### src/rtl/brup_pkg.sv
package brup_pkg;

    parameter int unsigned BRUP_AW = 8;
    parameter int unsigned BRUP_DW = 16;

    localparam logic [BRUP_DW-1:0] BRUP_MAGIC     = 16'h1234;
    localparam int unsigned        BRUP_CLKRDY_BIT = 12;
    localparam int unsigned        BRUP_RST_BIT    = 4;
    localparam logic [BRUP_DW-1:0] BRUP_RST_WORD  = BRUP_DW'(1) << BRUP_RST_BIT;

    typedef enum logic [3:0] {
        ST_SCR_WR,
        ST_SCR_RD,
        ST_CLK_POLL,
        ST_RST_WR,
        ST_RST_WAIT,
        ST_RST_CHK,
        ST_PHY_WAIT,
        ST_READY
    } brup_state_e;

    typedef struct packed {
        logic               wr;
        logic [BRUP_AW-1:0] addr;
        logic [BRUP_DW-1:0] data;
    } brup_op_t;

    // Cycles needed to cover a wait of 'us' microseconds, rounded up.
    function automatic int unsigned brup_us_to_cycles(longint unsigned hz,
                                                      longint unsigned us);
        longint unsigned c;
        c = (hz * us + 64'd999_999) / 64'd1_000_000;
        if (c == 0) c = 1;
        return int'(c);
    endfunction

    function automatic logic brup_is_access(brup_state_e s);
        return (s == ST_SCR_WR) || (s == ST_SCR_RD) || (s == ST_CLK_POLL) ||
               (s == ST_RST_WR) || (s == ST_RST_CHK);
    endfunction

endpackage

### src/rtl/brup_timer.sv
module brup_timer #(
    parameter int unsigned CW = 8
) (
    input  logic          clk,
    input  logic          rst,
    input  logic          load,
    input  logic [CW-1:0] val,
    output logic          expired
);
    logic          run_q;
    logic [CW-1:0] cnt_q;

    // Loaded with N-1, the timer flags expiry N cycles after the load edge.
    always_ff @(posedge clk) begin
        if (rst) begin
            run_q <= 1'b0;
            cnt_q <= '0;
        end else if (load) begin
            run_q <= 1'b1;
            cnt_q <= val;
        end else if (run_q) begin
            if (cnt_q == '0) run_q <= 1'b0;
            else             cnt_q <= cnt_q - 1'b1;
        end
    end

    assign expired = run_q && (cnt_q == '0);
endmodule

### src/rtl/brup_port.sv
module brup_port
    import brup_pkg::*;
(
    input  logic               clk,
    input  logic               rst,
    input  logic               go,
    input  brup_op_t           op,
    input  logic               reg_done,
    input  logic [BRUP_DW-1:0] reg_rdata,
    output logic               reg_req,
    output logic               reg_wr,
    output logic [BRUP_AW-1:0] reg_addr,
    output logic [BRUP_DW-1:0] reg_wdata,
    output logic               idle,
    output logic               ack,
    output logic [BRUP_DW-1:0] rdata
);
    logic     req_q;
    brup_op_t op_q;

    always_ff @(posedge clk) begin
        if (rst) begin
            req_q <= 1'b0;
            op_q  <= '0;
        end else if (req_q) begin
            if (reg_done) req_q <= 1'b0;
        end else if (go) begin
            req_q <= 1'b1;
            op_q  <= op;
        end
    end

    // Done counts only against an outstanding request.
    assign ack       = req_q && reg_done;
    assign rdata     = reg_rdata;
    assign idle      = !req_q;
    assign reg_req   = req_q;
    assign reg_wr    = op_q.wr;
    assign reg_addr  = op_q.addr;
    assign reg_wdata = op_q.data;
endmodule

### src/rtl/brup_ctrl.sv
module brup_ctrl
    import brup_pkg::*;
#(
    parameter logic [BRUP_AW-1:0] SCR_ADDR  = 8'h16,
    parameter logic [BRUP_AW-1:0] STAT_ADDR = 8'h1A,
    parameter logic [BRUP_AW-1:0] CTL_ADDR  = 8'h6E,
    parameter int unsigned        RST_CYC   = 1,
    parameter int unsigned        PHY_CYC   = 1,
    parameter int unsigned        CW        = 8
) (
    input  logic               clk,
    input  logic               rst,
    input  logic               ack,
    input  logic [BRUP_DW-1:0] rdata,
    input  logic               port_idle,
    input  logic               tmr_done,
    output logic               go,
    output brup_op_t           op,
    output logic               tmr_load,
    output logic [CW-1:0]      tmr_val,
    output logic               ready
);
    brup_state_e st_q, st_d;

    always_comb begin
        st_d     = st_q;
        tmr_load = 1'b0;
        tmr_val  = '0;
        unique case (st_q)
            ST_SCR_WR:   if (ack) st_d = ST_SCR_RD;
            ST_SCR_RD:   if (ack) st_d = (rdata == BRUP_MAGIC) ? ST_CLK_POLL : ST_SCR_WR;
            ST_CLK_POLL: if (ack && rdata[BRUP_CLKRDY_BIT]) st_d = ST_RST_WR;
            ST_RST_WR: begin
                if (ack) begin
                    st_d     = ST_RST_WAIT;
                    tmr_load = 1'b1;
                    tmr_val  = CW'(RST_CYC - 1);
                end
            end
            ST_RST_WAIT: if (tmr_done) st_d = ST_RST_CHK;
            ST_RST_CHK: begin
                if (ack) begin
                    if (rdata == '0) begin
                        st_d     = ST_PHY_WAIT;
                        tmr_load = 1'b1;
                        tmr_val  = CW'(PHY_CYC - 1);
                    end else begin
                        st_d = ST_SCR_WR;
                    end
                end
            end
            ST_PHY_WAIT: if (tmr_done) st_d = ST_READY;
            default:     st_d = ST_READY;
        endcase
    end

    always_ff @(posedge clk) begin
        if (rst) st_q <= ST_SCR_WR;
        else     st_q <= st_d;
    end

    always_comb begin
        op = '{wr: 1'b0, addr: SCR_ADDR, data: '0};
        unique case (st_q)
            ST_SCR_WR:   op = '{wr: 1'b1, addr: SCR_ADDR,  data: BRUP_MAGIC};
            ST_CLK_POLL: op = '{wr: 1'b0, addr: STAT_ADDR, data: '0};
            ST_RST_WR:   op = '{wr: 1'b1, addr: CTL_ADDR,  data: BRUP_RST_WORD};
            default:     op = '{wr: 1'b0, addr: SCR_ADDR,  data: '0};
        endcase
    end

    assign go    = brup_is_access(st_q) && port_idle;
    assign ready = (st_q == ST_READY);
endmodule

### src/rtl/brup_seq.sv
module brup_seq
    import brup_pkg::*;
#(
    parameter longint unsigned    CLK_HZ       = 50_000_000,
    parameter longint unsigned    RST_WAIT_US  = 25,
    parameter longint unsigned    PHY_WAIT_US  = 256,
    parameter logic [BRUP_AW-1:0] SCRATCH_ADDR = 8'h16,
    parameter logic [BRUP_AW-1:0] STATUS_ADDR  = 8'h1A,
    parameter logic [BRUP_AW-1:0] CTRL_ADDR    = 8'h6E
) (
    input  logic               clk,
    input  logic               rst,
    output logic               reg_req,
    output logic               reg_wr,
    output logic [BRUP_AW-1:0] reg_addr,
    output logic [BRUP_DW-1:0] reg_wdata,
    input  logic [BRUP_DW-1:0] reg_rdata,
    input  logic               reg_done,
    output logic               ready,
    output logic               busy
);
    localparam int unsigned RST_CYC = brup_us_to_cycles(CLK_HZ, RST_WAIT_US);
    localparam int unsigned PHY_CYC = brup_us_to_cycles(CLK_HZ, PHY_WAIT_US);
    localparam int unsigned MAX_CYC = (RST_CYC > PHY_CYC) ? RST_CYC : PHY_CYC;
    localparam int unsigned CW      = $clog2(MAX_CYC + 1);

    logic               go, idle, ack, tmr_load, tmr_done, rdy;
    logic [CW-1:0]      tmr_val;
    logic [BRUP_DW-1:0] rdata;
    brup_op_t           op;

    brup_ctrl #(
        .SCR_ADDR (SCRATCH_ADDR),
        .STAT_ADDR(STATUS_ADDR),
        .CTL_ADDR (CTRL_ADDR),
        .RST_CYC  (RST_CYC),
        .PHY_CYC  (PHY_CYC),
        .CW       (CW)
    ) u_ctrl (
        .clk      (clk),
        .rst      (rst),
        .ack      (ack),
        .rdata    (rdata),
        .port_idle(idle),
        .tmr_done (tmr_done),
        .go       (go),
        .op       (op),
        .tmr_load (tmr_load),
        .tmr_val  (tmr_val),
        .ready    (rdy)
    );

    brup_port u_port (
        .clk      (clk),
        .rst      (rst),
        .go       (go),
        .op       (op),
        .reg_done (reg_done),
        .reg_rdata(reg_rdata),
        .reg_req  (reg_req),
        .reg_wr   (reg_wr),
        .reg_addr (reg_addr),
        .reg_wdata(reg_wdata),
        .idle     (idle),
        .ack      (ack),
        .rdata    (rdata)
    );

    brup_timer #(.CW(CW)) u_timer (
        .clk    (clk),
        .rst    (rst),
        .load   (tmr_load),
        .val    (tmr_val),
        .expired(tmr_done)
    );

    assign ready = rdy;
    assign busy  = !rdy;
endmodule

### config.mk
export PLATFORM = sky130hd
export DESIGN_NAME = brup_seq
export DESIGN_NICKNAME = d
export VERILOG_FILES = /design/src/rtl/brup_pkg.sv /design/src/rtl/brup_timer.sv /design/src/rtl/brup_port.sv /design/src/rtl/brup_ctrl.sv /design/src/rtl/brup_seq.sv
export SDC_FILE = /design/constraint.sdc
export NUM_CORES = 1
export LEC_CHECK = 0
export BUFFER_PORTS_ARGS = -buffer_cell sky130_fd_sc_hd__buf_2
export CAP_MARGIN = 25
export CORE_MARGIN = 2
export CORE_UTILIZATION = 50
export CTS_CLUSTER_SIZE = 16
export DETAILED_ROUTE_END_ITERATION = 8
export PLACE_DENSITY = 0.78
export SYNTH_ARGS = -nofsm -noshare
export SYNTH_HDL_FRONTEND = slang
export SYNTH_SLANG_ARGS = --single-unit
### constraint.sdc
create_clock -name clk -period 4.4 [get_ports clk]
set_clock_uncertainty 0.1 [all_clocks]
set_input_delay 0.66 -clock clk [delete_from_list [all_inputs] [get_ports clk]]
set_output_delay 0.66 -clock clk [all_outputs]
set_load 0.02 [all_outputs]
# Word level (Yosys, flattened, before mapping)
# Cells that the tools add are included.
[totals]
out_inout_bits = 28
ff_bits = 45
[op_classes]
n_eq_ne = 16
n_reduce_logical = 17
muxes = 28
bitwise_logic = 1
n_addsub = 1
[ops]
columns = ["operator", "n"]
rows = [
  ["25-bit one-hot mux with 3 select lines", 1],
  ["14-bit two-way mux", 5],
  ["4-bit two-way mux", 7],
  ["14-bit one-hot mux with 2 select lines", 1],
  ["4-bit one-hot mux with 7 select lines", 1],
  ["16-bit by 13-bit == test with 1-bit output, second input constant", 1],
  ["4-bit by 3-bit == test with 1-bit output, second input constant", 4],
  ["16-bit zero test", 1],
  ["14-bit zero test", 1],
  ["14-bit by 1-bit subtractor with 14-bit output, second input constant", 1],
  ["11-bit two-way mux", 1],
  ["2-bit by 1-bit != test with 1-bit output, second input constant", 5],
  ["1-bit two-way mux", 9],
  ["4-bit by 2-bit == test with 1-bit output, second input constant", 2],
  ["7-bit AND reduction", 1],
  ["2-bit != test, second input constant", 3],
  ["4-bit by 1-bit == test with 1-bit output, second input constant", 1],
  ["1-bit logical AND", 4],
  ["4-bit zero test", 1],
  ["1-bit logical OR", 4],
  ["2-bit AND reduction", 2],
  ["3-bit two-way mux", 1],
  ["1-bit zero test", 2],
  ["2-bit two-way mux", 1],
  ["other kinds (3)", 3],
]

# Longest topological paths before layout
# Gate-level depths: netlist (run 1).
[depth]
depth_word = 8
ltp_mapped = 6

# Cells and area by module
# A second synthesis (run 1) with hierarchy kept.
[unflattened]
cells_unflattened = 328
hier_area_um2 = 2930.3
[by_module_without_submodules]
columns = ["module", "seq_area_each_um2", "cells_per_inst", "n_inst", "area_each_um2"]
rows = [
  ["brup_port", 520.5, 134, 1, 1406.3],
  ["brup_timer", 300.3, 117, 1, 949.7],
  ["brup_ctrl", 60.1, 76, 1, 570.5],
  ["brup_seq", 0.0, 1, 1, 3.8],
]

# Worst setup path before layout (run 1)
# Ideal clock, no wire load.
[synth_timing]
path_type = "input to register"
start = "in reg_rdata[2]"
end = "reg u_timer.cnt_q[5]"
t_arrival_ps = 1900
cell_stages = 4
setup_ps = 75
path_slack_ps = 2325
cell_sequence = "or4_1 > nor4_2 > a21oi_1 > a31oi_1"
[synth_via]
elab_chain_cells = 6
elab_cells_between_ends = 11
[synth_lines]
columns = ["item", "line_no", "text"]
rows = [
  ["start: declaration", "brup_seq.sv:17", "input logic [BRUP_DW-1:0] reg_rdata,"],
  ["16-bit zero test (*)", "brup_ctrl.sv:43", "if (rdata == '0) begin"],
  ["1-bit two-way mux", "brup_ctrl.sv:43", ""],
  ["1-bit two-way mux", "brup_ctrl.sv:42", "if (ack) begin"],
  ["1-bit one-hot mux with 2 select lines", "brup_ctrl.sv:29", "unique case (st_q)"],
  ["2-bit != test (no line) or 2-bit nonzero test (tied branches)", "--", ""],
  ["2-bit AND reduction (no line)", "--", ""],
  ["end signal: assignment", "brup_timer.sv:20", "cnt_q <= val;"],
  ["end signal: assignment", "brup_timer.sv:23", "else cnt_q <= cnt_q - 1'b1;"],
  ["end: declaration", "brup_timer.sv:11", "logic [CW-1:0] cnt_q;"],
]
# Every way passes the cells marked *; elsewhere a longest branch is shown, timed or not.
# A chain may end at the register's enable or synchronous reset.

# Final worst setup path (run 1)
[layout_timing]
start = "reg u_timer.cnt_q[0]"
end = "reg u_timer.cnt_q[1]"
[layout_via]
elab_chain_cells = 4
elab_cells_between_ends = 7
[layout_lines]
columns = ["item", "line_no", "text"]
rows = [
  ["14-bit by 1-bit subtractor with 14-bit output", "brup_timer.sv:23", ""],
  ["14-bit two-way mux", "brup_timer.sv:22", "if (cnt_q == '0) run_q <= 1'b0;"],
  ["14-bit two-way mux", "brup_timer.sv:21", "end else if (run_q) begin"],
  ["14-bit two-way mux", "brup_timer.sv:18", "end else if (load) begin"],
]
# Parallel ways exist; a longest one is shown, timed or not. The select of a mux whose other input is x is not followed.

==> metrics.txt, run 1 <==
Tightest Hold Check Type=register to register; routed len/inst=13.7 um; nets@finish=232; Syn Area/Cell=8.34 um^2; total wire length=3330 um; fin. max-slew vios=0; Clock Pin Slew Worst Setup and Hold Paths=0.14 ns; flop and latch count out of synthesis=26; RSZ-0062 raised after global routing=no; FMAX=440 MHz; FF-to-FF setup slack=2.13 ns; drc violations=0; Total GRT Usage=around a fifth; Area growth, synth to finish=6.50%; Max Cap Violations=0; IO Port Bufs=33; mapped cell area=1560 um^2; ys async rst share=0%; Die ar.=3580 um^2; Setup crit start kind=register; first-pass GRT wire length=5550 um; # diodes=0; Top Ports=47; Fill cells=272; Worst Path Arrival=2.44 ns; CTS hold repair buffers=0; fin crit period=about 2.3 ns; pin count of the biggest net entering global routing=20; core box area=about 3000 um^2; Congestion Overflow GR=0; initial drt markers=slightly below 90; TritonCTS buffer count=3; post-synth top area cell=dfxtp_1; CTS tree=built; hpwl dp=2440 um; vias=1406; DIE HEIGHT=59.9 um; initial antenna violation count=0; minimum hold slack=0.378 ns; pwr dens=248 nW/um^2; EDFF count, synth=0; worst setup margin=2.13 ns; count of cell types in the netlist=slightly below 50; ys flop type=dfxtp_1; vias per cell=just under 6; chip width=59.9 um; CTS Sinks=26; Crit. End Element=register; CP Max Fanout=5; site row count=20; cells after synthesis=187; Final Instance Count excl. Fillers=242; final-report hold violation count=0; CP Class=register to register; DR pass1 iterations=4; Lkg Pwr=0.658 nW; worst-margin pin slew=0.690 ns; setup violators final=0; dpl cells=239; Post-Place Worst Slack=slightly below 2 ns; gpl congestion=slightly above 0.8; setup bufs post-CTS=0; yosys synthesis warning count=0; Clock Path Buffers=2; synth top area cells=dfxtp_1 33%, buf_4 8.7%, nor2_1 4.1%, a21oi_1 3.5%, nor3_1 3.5%; top cell type's share of synthesized area=33.4%; layout cells sized above 1=22.5%; run status=complete, no violations; vias in the first global route=about 1.2k; required time worst endpoint=4.57 ns; register area share after synthesis=33.4%; Clock Tree Root=clkbuf_4; Worst VDD drop=0.0000963 V; clk_lat worst skew=0.32 ns; Post-CTS Resized=0; Fin Setup TNS=0 ns; initial core utilization=52.0%; DRT antenna net count=0; H-tree levels=1; crit share post-route=around 52%; Rel. slew slack=53.9%
==> sequential cells by signal (all words and copies together) (netlist names) <==
| name | flops |
|---|---|
| u_timer.cnt_q | 14 |
| u_port.reg_addr | 5 |
| u_ctrl.st_q | 3 |
| u_port.reg_wdata | 2 |
| u_port.reg_req | 1 |
| u_timer.run_q | 1 |
==> layer usage <==
| metal | track usage [%] | wire, um |
|---|---|---|
| met4 | 4.76 | 32 |
| met2 | 32.1 | 1510 |
| met1 | 28.5 | 1590 |
| met5 | 0 | 0 |
| met3 | 2.60 | 192 |
==> logic make-up after synthesis <==
family                     Yosys count  synth area share, %
muxes                                2                 1.36
adders and majority gates            2                 1.60
DFF                                 26                 33.4
other                                1                0.240
and+or+nand+nor                     79                 30.2
buffers and inverters               32                 12.5
AOI/OAI and AO/OA                   43                 19.6
xor gates and xnor gates             2                 1.12
==> synthesized netlist by cell type (3+ instances only) <==
| cell type | n |
|---|---|
| dfxtp_1 | 26 |
| nand2b_1 | 5 |
| buf_4 | 18 |
| or3_1 | 3 |
| clkbuf_1 | 7 |
| a21oi_1 | 11 |
| nor3_1 | 11 |
| o211ai_1 | 5 |
| o41ai_1 | 3 |
| nor4_1 | 5 |
| nand3_1 | 6 |
| o31ai_1 | 3 |
| inv_1 | 6 |
| or4_1 | 7 |
| a31oi_1 | 5 |
| nor2_1 | 17 |
| nand2_1 | 6 |
| o21ai_0 | 6 |
==> layout by cell type, fill, tap and decap left out, types with 2 or more instances in the layout <==
cell type  count
nand2_1        6
o31ai_1        3
o21ai_0        6
clkbuf_4       3
dfxtp_1       26
inv_1          6
nor4_1         5
nand2b_1       5
or2_2          2
nor2_1        17
buf_2         33
nor3b_1        2
a31oi_1        5
or3_1          3
nor2b_1        2
nand3_1        6
xnor2_1        2
nor3_1        11
a21oi_1       11
conb_1        13
o41ai_1        3
or4_2          2
or4_1          7
o211ai_1       5
ha_1           2
==> final timing paths <==
path | end | from | cells past startpoint
max | u_timer.cnt_q[1]$_SDFFE_PP0P_ | u_timer.cnt_q[0]$_SDFFE_PP0P_ | 6
min | u_port.reg_addr[1]$_SDFFE_PP0P_ | u_port.reg_addr[1]$_SDFFE_PP0P_ | 2
max reg2reg | u_timer.cnt_q[1]$_SDFFE_PP0P_ | u_timer.cnt_q[0]$_SDFFE_PP0P_ | 6
min reg2reg | u_port.reg_addr[1]$_SDFFE_PP0P_ | u_port.reg_addr[1]$_SDFFE_PP0P_ | 2
==> stage by stage <==
step           utilization, %  total power [mW]  area (um^2)
3_5_place_dp             54.6             0.315         1640
6_report                 55.3             0.412         1660
5_1_grt                  55.3             0.432         1660
2_1_floorplan               -             0.308         1610
4_1_cts                  55.3             0.413         1660
3_3_place_gp             54.6             0.314         1640
==> cell type report <==
type	instances	area, um^2	share of cell area [%]
multi-input cells	141	890	53.5
clock buffers	3	22.5	1.36
inverters	6	22.5	1.36
well taps	33	41.3	2.48
flip-flops and latches	26	520	31.3
repair buffers	33	165	9.94
==> power breakdown <==
group	switching, mW	internal (mW)
Sequential	0.00694	0.242
Clock	0.0692	0.0321
Combinational	0.0420	0.0199
Total	0.118	0.294
==> worst max-delay path, cell delays in order, from the launching register on <==
cell and delay (ns):
dfxtp_1 0.35, inv_1 0.11, ha_1 0.17, or4b_1 0.60
o41ai_4 0.38, mux2_2 0.39, o21ai_1 0.10
(Power assumes the default switching activity.)
==> run 2, diff against run 1 <==
==> constraint.sdc (replaced) <==
create_clock -name clk -period 2.2 [get_ports clk]
set_clock_uncertainty 0.1 [all_clocks]
set_input_delay 0.33 -clock clk [delete_from_list [all_inputs] [get_ports clk]]
set_output_delay 0.33 -clock clk [all_outputs]
set_load 0.02 [all_outputs]
==> run 2 against run 1 <==
  * Count of clock-buffer cells in the layout unchanged
  * Sequential cell count unchanged
  * Hold slack got worse by 0.097 ns
  * Non-clock buffer count increased by 10
  * Highest routed layer unchanged
  * Total power increased by 130%
  * Design area increased by 6.6%
  * Largest power group unchanged
==> metrics.txt, run 2 (synthesis gave the netlist of run 1 again) <==
gpl congestion=0.809 (-1.1%); H-tree levels=1 (unchanged); first-pass GRT wire length=5320 um (-4.2%); Internal=712 uW (+140%); Final Instance Count excl. Fillers=253 (+4.5%); worst setup margin=0.139 ns (-1.99 ns); initial drt markers=82 (-5.7%); largest reg by FF count=u_timer.cnt_q; setup bufs post-CTS=0 (unchanged); Die ar.=3580 um^2 (unchanged); CTS hold repair buffers=0 (unchanged); max FFs per register=14 (unchanged); final-report hold violation count=0 (unchanged); gr busiest metal=met2; Fin Setup TNS=0 ns (unchanged); Clock Pin Slew Worst Setup and Hold Paths=0.15 ns (about the same); pin count of the biggest net entering global routing=19 (-5.0%); most frequent cells in the layout=33 x buf_2, 26 x dfxtp_1, 17 x nor2_1; fin crit period=2.06 ns (-0.210 ns); vias per cell=5.75 (-1.0%); initial core utilization=52.0% (unchanged); Top Ports=47 (unchanged); final instance area=1770 um^2 (+6.6%); Total GRT Usage=19.2% (-0.85 points); # diodes=0 (unchanged); core box area=3000 um^2 (unchanged); P_sw=253 uW (+110%); FMAX=485 MHz (+10%); routed len/inst=13.6 um (-1.1%); Sw Ratio=26.2% (-2.5 points); most common library cell in the layout ignoring fill and taps=buf_2; IO Port Bufs=33 (unchanged); RSZ-0062 raised after global routing=no; nets@finish=242 (+4.3%); met2 Resource Use GR=30.6% (-1.6 points); sequential share of power=51.3% (-9.0 points); CTS tree=built; overall power=965 uW (+130%); Post-CTS Resized=0 (unchanged); clk_lat worst skew=0.33 ns (about the same); run status=complete, no violations; Max Cap Violations=0 (unchanged); vias in the first global route=1189 (-1.9%); chip width=59.9 um (unchanged); Tightest Hold Check Type=input pin to register; Setup crit start kind=register; Lkg Pwr=0.719 nW (+9.4%); worst hold stages=3 (+1); setup violators final=0 (unchanged); layout cells sized above 1=26.8% (+4.3 points); Post-Place Worst Slack=0.0805 ns (-1.87 ns); TritonCTS buffer count=3 (unchanged); total wire length=3440 um (+3.4%); minimum hold slack=0.281 ns (-0.0967 ns); met1 Track Usage GR=26.1% (-2.4 points); CP Max Fanout=5 (unchanged); CP Class=register to register; CTS Sinks=26 (unchanged); DIE HEIGHT=59.9 um (unchanged); Rel. slew slack=45.2% (-8.7 points); Congestion Overflow GR=0 (unchanged); post-layout util=59.0% (+3.6 points); cells on worst reg2reg path=6 (unchanged); DR pass1 iterations=4 (unchanged); FF-to-FF setup slack=0.14 ns (-1.99 ns); drc violations=0 (unchanged); hpwl dp=2470 um (+1.5%); crit share post-route=93.7% (+42 points); Clock Path Buffers=2 (unchanged); vias=1455 (+3.5%); dpl cells=249 (+4.2%); Clock Power Share=35.2% (+11 points); Worst Path Arrival=2.24 ns (-0.20 ns); DRT antenna net count=0 (unchanged); Logic pwr share=13.5% (-1.5 points); worst-margin pin slew=0.820 ns (+0.130 ns); initial antenna violation count=0 (unchanged); required time worst endpoint=2.38 ns (-2.19 ns); Area growth, synth to finish=13.5%; fin. max-slew vios=0 (unchanged); site row count=20 (unchanged); met3 usage in global routing=4.33% (+1.7 points); Crit. End Element=register; DP Area=1710 um^2 (+4.6%); Clock Tree Root=clkbuf_4; pwr dens=545 nW/um^2 (+120%); Worst VDD drop=0.000474 V (+390%)
## run 2: critical path: stages (launching register included)
cell,delay (ns)
dfxtp_1,0.35
inv_1,0.11
ha_1,0.19
or4b_4,0.53
o41ai_4,0.25
mux2_2,0.37
o21ai_1,0.10
## run 2: path summary, 6_finish.rpt
kind / from / end
setup / recovery: u_timer.cnt_q[0]$_SDFFE_PP0P_ / u_timer.cnt_q[1]$_SDFFE_PP0P_
hold / removal: rst / u_timer.cnt_q[0]$_SDFFE_PP0P_
setup reg to reg: u_timer.cnt_q[0]$_SDFFE_PP0P_ / u_timer.cnt_q[1]$_SDFFE_PP0P_
hold reg to reg: u_port.reg_addr[1]$_SDFFE_PP0P_ / u_port.reg_addr[1]$_SDFFE_PP0P_
## run 2: power groups by stage
stage | Combinational, mW | Clock (mW) | Sequential (mW)
global route | 0.144 | 0.354 | 0.497
CTS | 0.130 | 0.344 | 0.495
detailed placement | 0.130 | 0 | 0.505
floorplan | 0.102 | 0 | 0.515
finish | 0.130 | 0.340 | 0.495
global placement | 0.130 | 0 | 0.505
## run 2: layer usage
layer  share of wire, %  wire length [um]  up-vias
met5                  0                 0        -
met2                 47              1620       64
met1                 45              1550      652
li1                   -                 -      737
met3                7.0               242        2
met4               0.64                22        0
## run 2: final cells by class
cell class	count	area, um^2
fill	274	1230
timing repair buffer	43	240
clock inverter	1	30.0
tap	33	41.3
clock buffer	3	22.5
multi-input combinational	141	893
sequential	26	520
inverter	6	22.5
==> run 3, diff against run 2 <==
==> constraint.sdc (replaced) <==
create_clock -name clk -period 2.4 [get_ports clk]
set_clock_uncertainty 0.1 [all_clocks]
set_input_delay 0.36 -clock clk [delete_from_list [all_inputs] [get_ports clk]]
set_output_delay 0.36 -clock clk [all_outputs]
set_load 0.02 [all_outputs]
==> run 3 against run 2 <==
  * Core utilization fell by 1.7 points
  * Worst setup slack better by 0.11 ns
  * Die area unchanged
  * Non-clock buffer count is 4 lower
  * Register-to-register slack gained 0.11 ns
  * Sequential power down 8.3%
  * First-iteration DRC count shrank 17%
  * Global-route usage increased by 1.0 points
  * Cell count down 1.6%
  * Design area is 2.8% lower
  * Count of clock-buffer cells in the layout increased by 1
  * Critical endpoint unchanged
  * Highest routed layer unchanged
==> metrics.txt, run 3 (synthesis gave the netlist of run 1 again) <==
run status=complete, no violations; post-layout util=57.3% (-1.7 points); Clock Pin Slew Worst Setup and Hold Paths=0.13 ns (-0.02 ns); gpl congestion=0.843 (+4.2%); RSZ-0062 raised after global routing=no; # diodes=0 (unchanged); Final Instance Count excl. Fillers=249 (-1.6%); Max Cap Violations=0 (unchanged); met2 Resource Use GR=33.5% (+3.0 points); Congestion Overflow GR=0 (unchanged); CTS Sinks=26 (unchanged); drc violations=0 (unchanged); Die ar.=3580 um^2 (unchanged); worst-margin pin slew=0.780 ns (-0.0399 ns); gr busiest metal=met2; fin. max-slew vios=0 (unchanged); CP Class=register to register; P_sw=220 uW (-13%); DIE HEIGHT=59.9 um (unchanged); chip width=59.9 um (unchanged); Worst VDD drop=0.000405 V (-15%); most frequent cells in the layout=33 x buf_2, 26 x dfxtp_1, 17 x nor2_1; routed len/inst=13.6 um (+0.39%); pin count of the biggest net entering global routing=19 (unchanged); Setup crit start kind=register; site row count=20 (unchanged); CTS tree=built; Fin Setup TNS=0 ns (unchanged); required time worst endpoint=2.56 ns (+0.18 ns); Clock Tree Root=clkbuf_4; initial antenna violation count=0 (unchanged); met1 Track Usage GR=26.8% (+0.74 points); setup bufs post-CTS=0 (unchanged); CTS hold repair buffers=0 (unchanged); vias in the first global route=1318 (+11%); Lkg Pwr=0.694 nW (-3.5%); initial drt markers=68 (-17%); nets@finish=238 (-1.7%); Clock Path Buffers=2 (unchanged); DR pass1 iterations=4 (unchanged); largest reg by FF count=u_timer.cnt_q; Internal=576 uW (-19%); final-report hold violation count=0 (unchanged); vias per cell=5.76 (+0.21%); Fill cells=276 (+0.73%); vias=1435 (-1.4%); overall power=796 uW (-18%); fin crit period=2.15 ns (+0.0912 ns); Top Ports=47 (unchanged); hpwl dp=2500 um (+1.2%); initial core utilization=52.0% (unchanged); Logic pwr share=15.1% (+1.6 points); CP Max Fanout=5 (unchanged); layout cells sized above 1=25.0% (-1.8 points); Sw Ratio=27.6% (+1.4 points); Post-CTS Resized=0 (unchanged); Tightest Hold Check Type=input pin to register; Total GRT Usage=20.2% (+1.0 points); TritonCTS buffer count=3 (unchanged); most common library cell in the layout ignoring fill and taps=buf_2; setup violators final=0 (unchanged); H-tree levels=1 (unchanged); Worst Path Arrival=2.31 ns (+0.07 ns); Crit. End Element=register; first-pass GRT wire length=5600 um (+5.2%); total wire length=3400 um (-1.2%); sequential share of power=57.0% (+5.7 points); core box area=3000 um^2 (unchanged); Rel. slew slack=47.9% (+2.7 points); IO Port Bufs=33 (unchanged); clk_lat worst skew=0.32 ns (about the same); crit share post-route=89.7% (-4.0 points); pwr dens=463 nW/um^2 (-15%); dpl cells=245 (-1.6%); FMAX=465 MHz (-4.2%); DRT antenna net count=0 (unchanged); Clock Power Share=27.9% (-7.3 points); max FFs per register=14 (unchanged); Area growth, synth to finish=10.3%; met3 usage in global routing=4.11% (-0.22 points)
## run 3: area by class of cell
class                           instances  area (um^2)  share of cell area [%]
Timing Repair Buffer                   39          210                    12.2
Multi-Input combinational cell        141          890                    51.7
Sequential cell                        26          520                    30.3
Inverter                                6         22.5                    1.31
Tap cell                               33         41.3                    2.40
Clock buffer                            4         36.3                    2.11
## run 3: power groups by stage
| stage | logic [mW] | registers [mW] | clock network (mW) |
|---|---|---|---|
| final | 0.121 | 0.454 | 0.222 |
| after global routing | 0.133 | 0.457 | 0.243 |
| after CTS | 0.120 | 0.454 | 0.229 |
| after detailed placement | 0.120 | 0.463 | 0 |
| after global placement | 0.119 | 0.463 | 0 |
| after floorplan | 0.0936 | 0.472 | 0 |
## run 3: final timing paths
path / to / startpoint / slack (ns) / cells after the start
hold / removal: u_timer.cnt_q[0]$_SDFFE_PP0P_ / rst / 0.34 / 3
hold reg to reg: u_port.reg_addr[1]$_SDFFE_PP0P_ / u_port.reg_addr[1]$_SDFFE_PP0P_ / 0.40 / 2
setup / recovery: u_timer.cnt_q[1]$_SDFFE_PP0P_ / u_timer.cnt_q[0]$_SDFFE_PP0P_ / 0.25 / 6
setup reg to reg: u_timer.cnt_q[1]$_SDFFE_PP0P_ / u_timer.cnt_q[0]$_SDFFE_PP0P_ / 0.25 / 6
## run 3: worst max-delay path, cell delays in order (launching register included)
cell     delay [ns]
dfxtp_1        0.35
inv_1          0.11
ha_1           0.17
or4b_1         0.60
o41ai_4        0.30
mux2_2         0.37
o21ai_1        0.10
## run 3: per-stage QoR
step / hold WS (ns) / setup slack (ns) / cell area (um^2)
6_report: 0.342 / 0.248 / 1720
4_1_cts: 0.321 / 0.275 / 1720
5_1_grt: 0.340 / 0.119 / 1720
2_1_floorplan: 0.361 / 0.330 / 1610
3_5_place_dp: 0.383 / 0.294 / 1680
3_3_place_gp: 0.346 / 0.336 / 1680
## run 3: metal layers
metal | vias up | wire (um)
li1 | 721 | -
met1 | 671 | 1650
met2 | 41 | 1560
met3 | 2 | 163
met4 | 0 | 22
met5 | - | 0
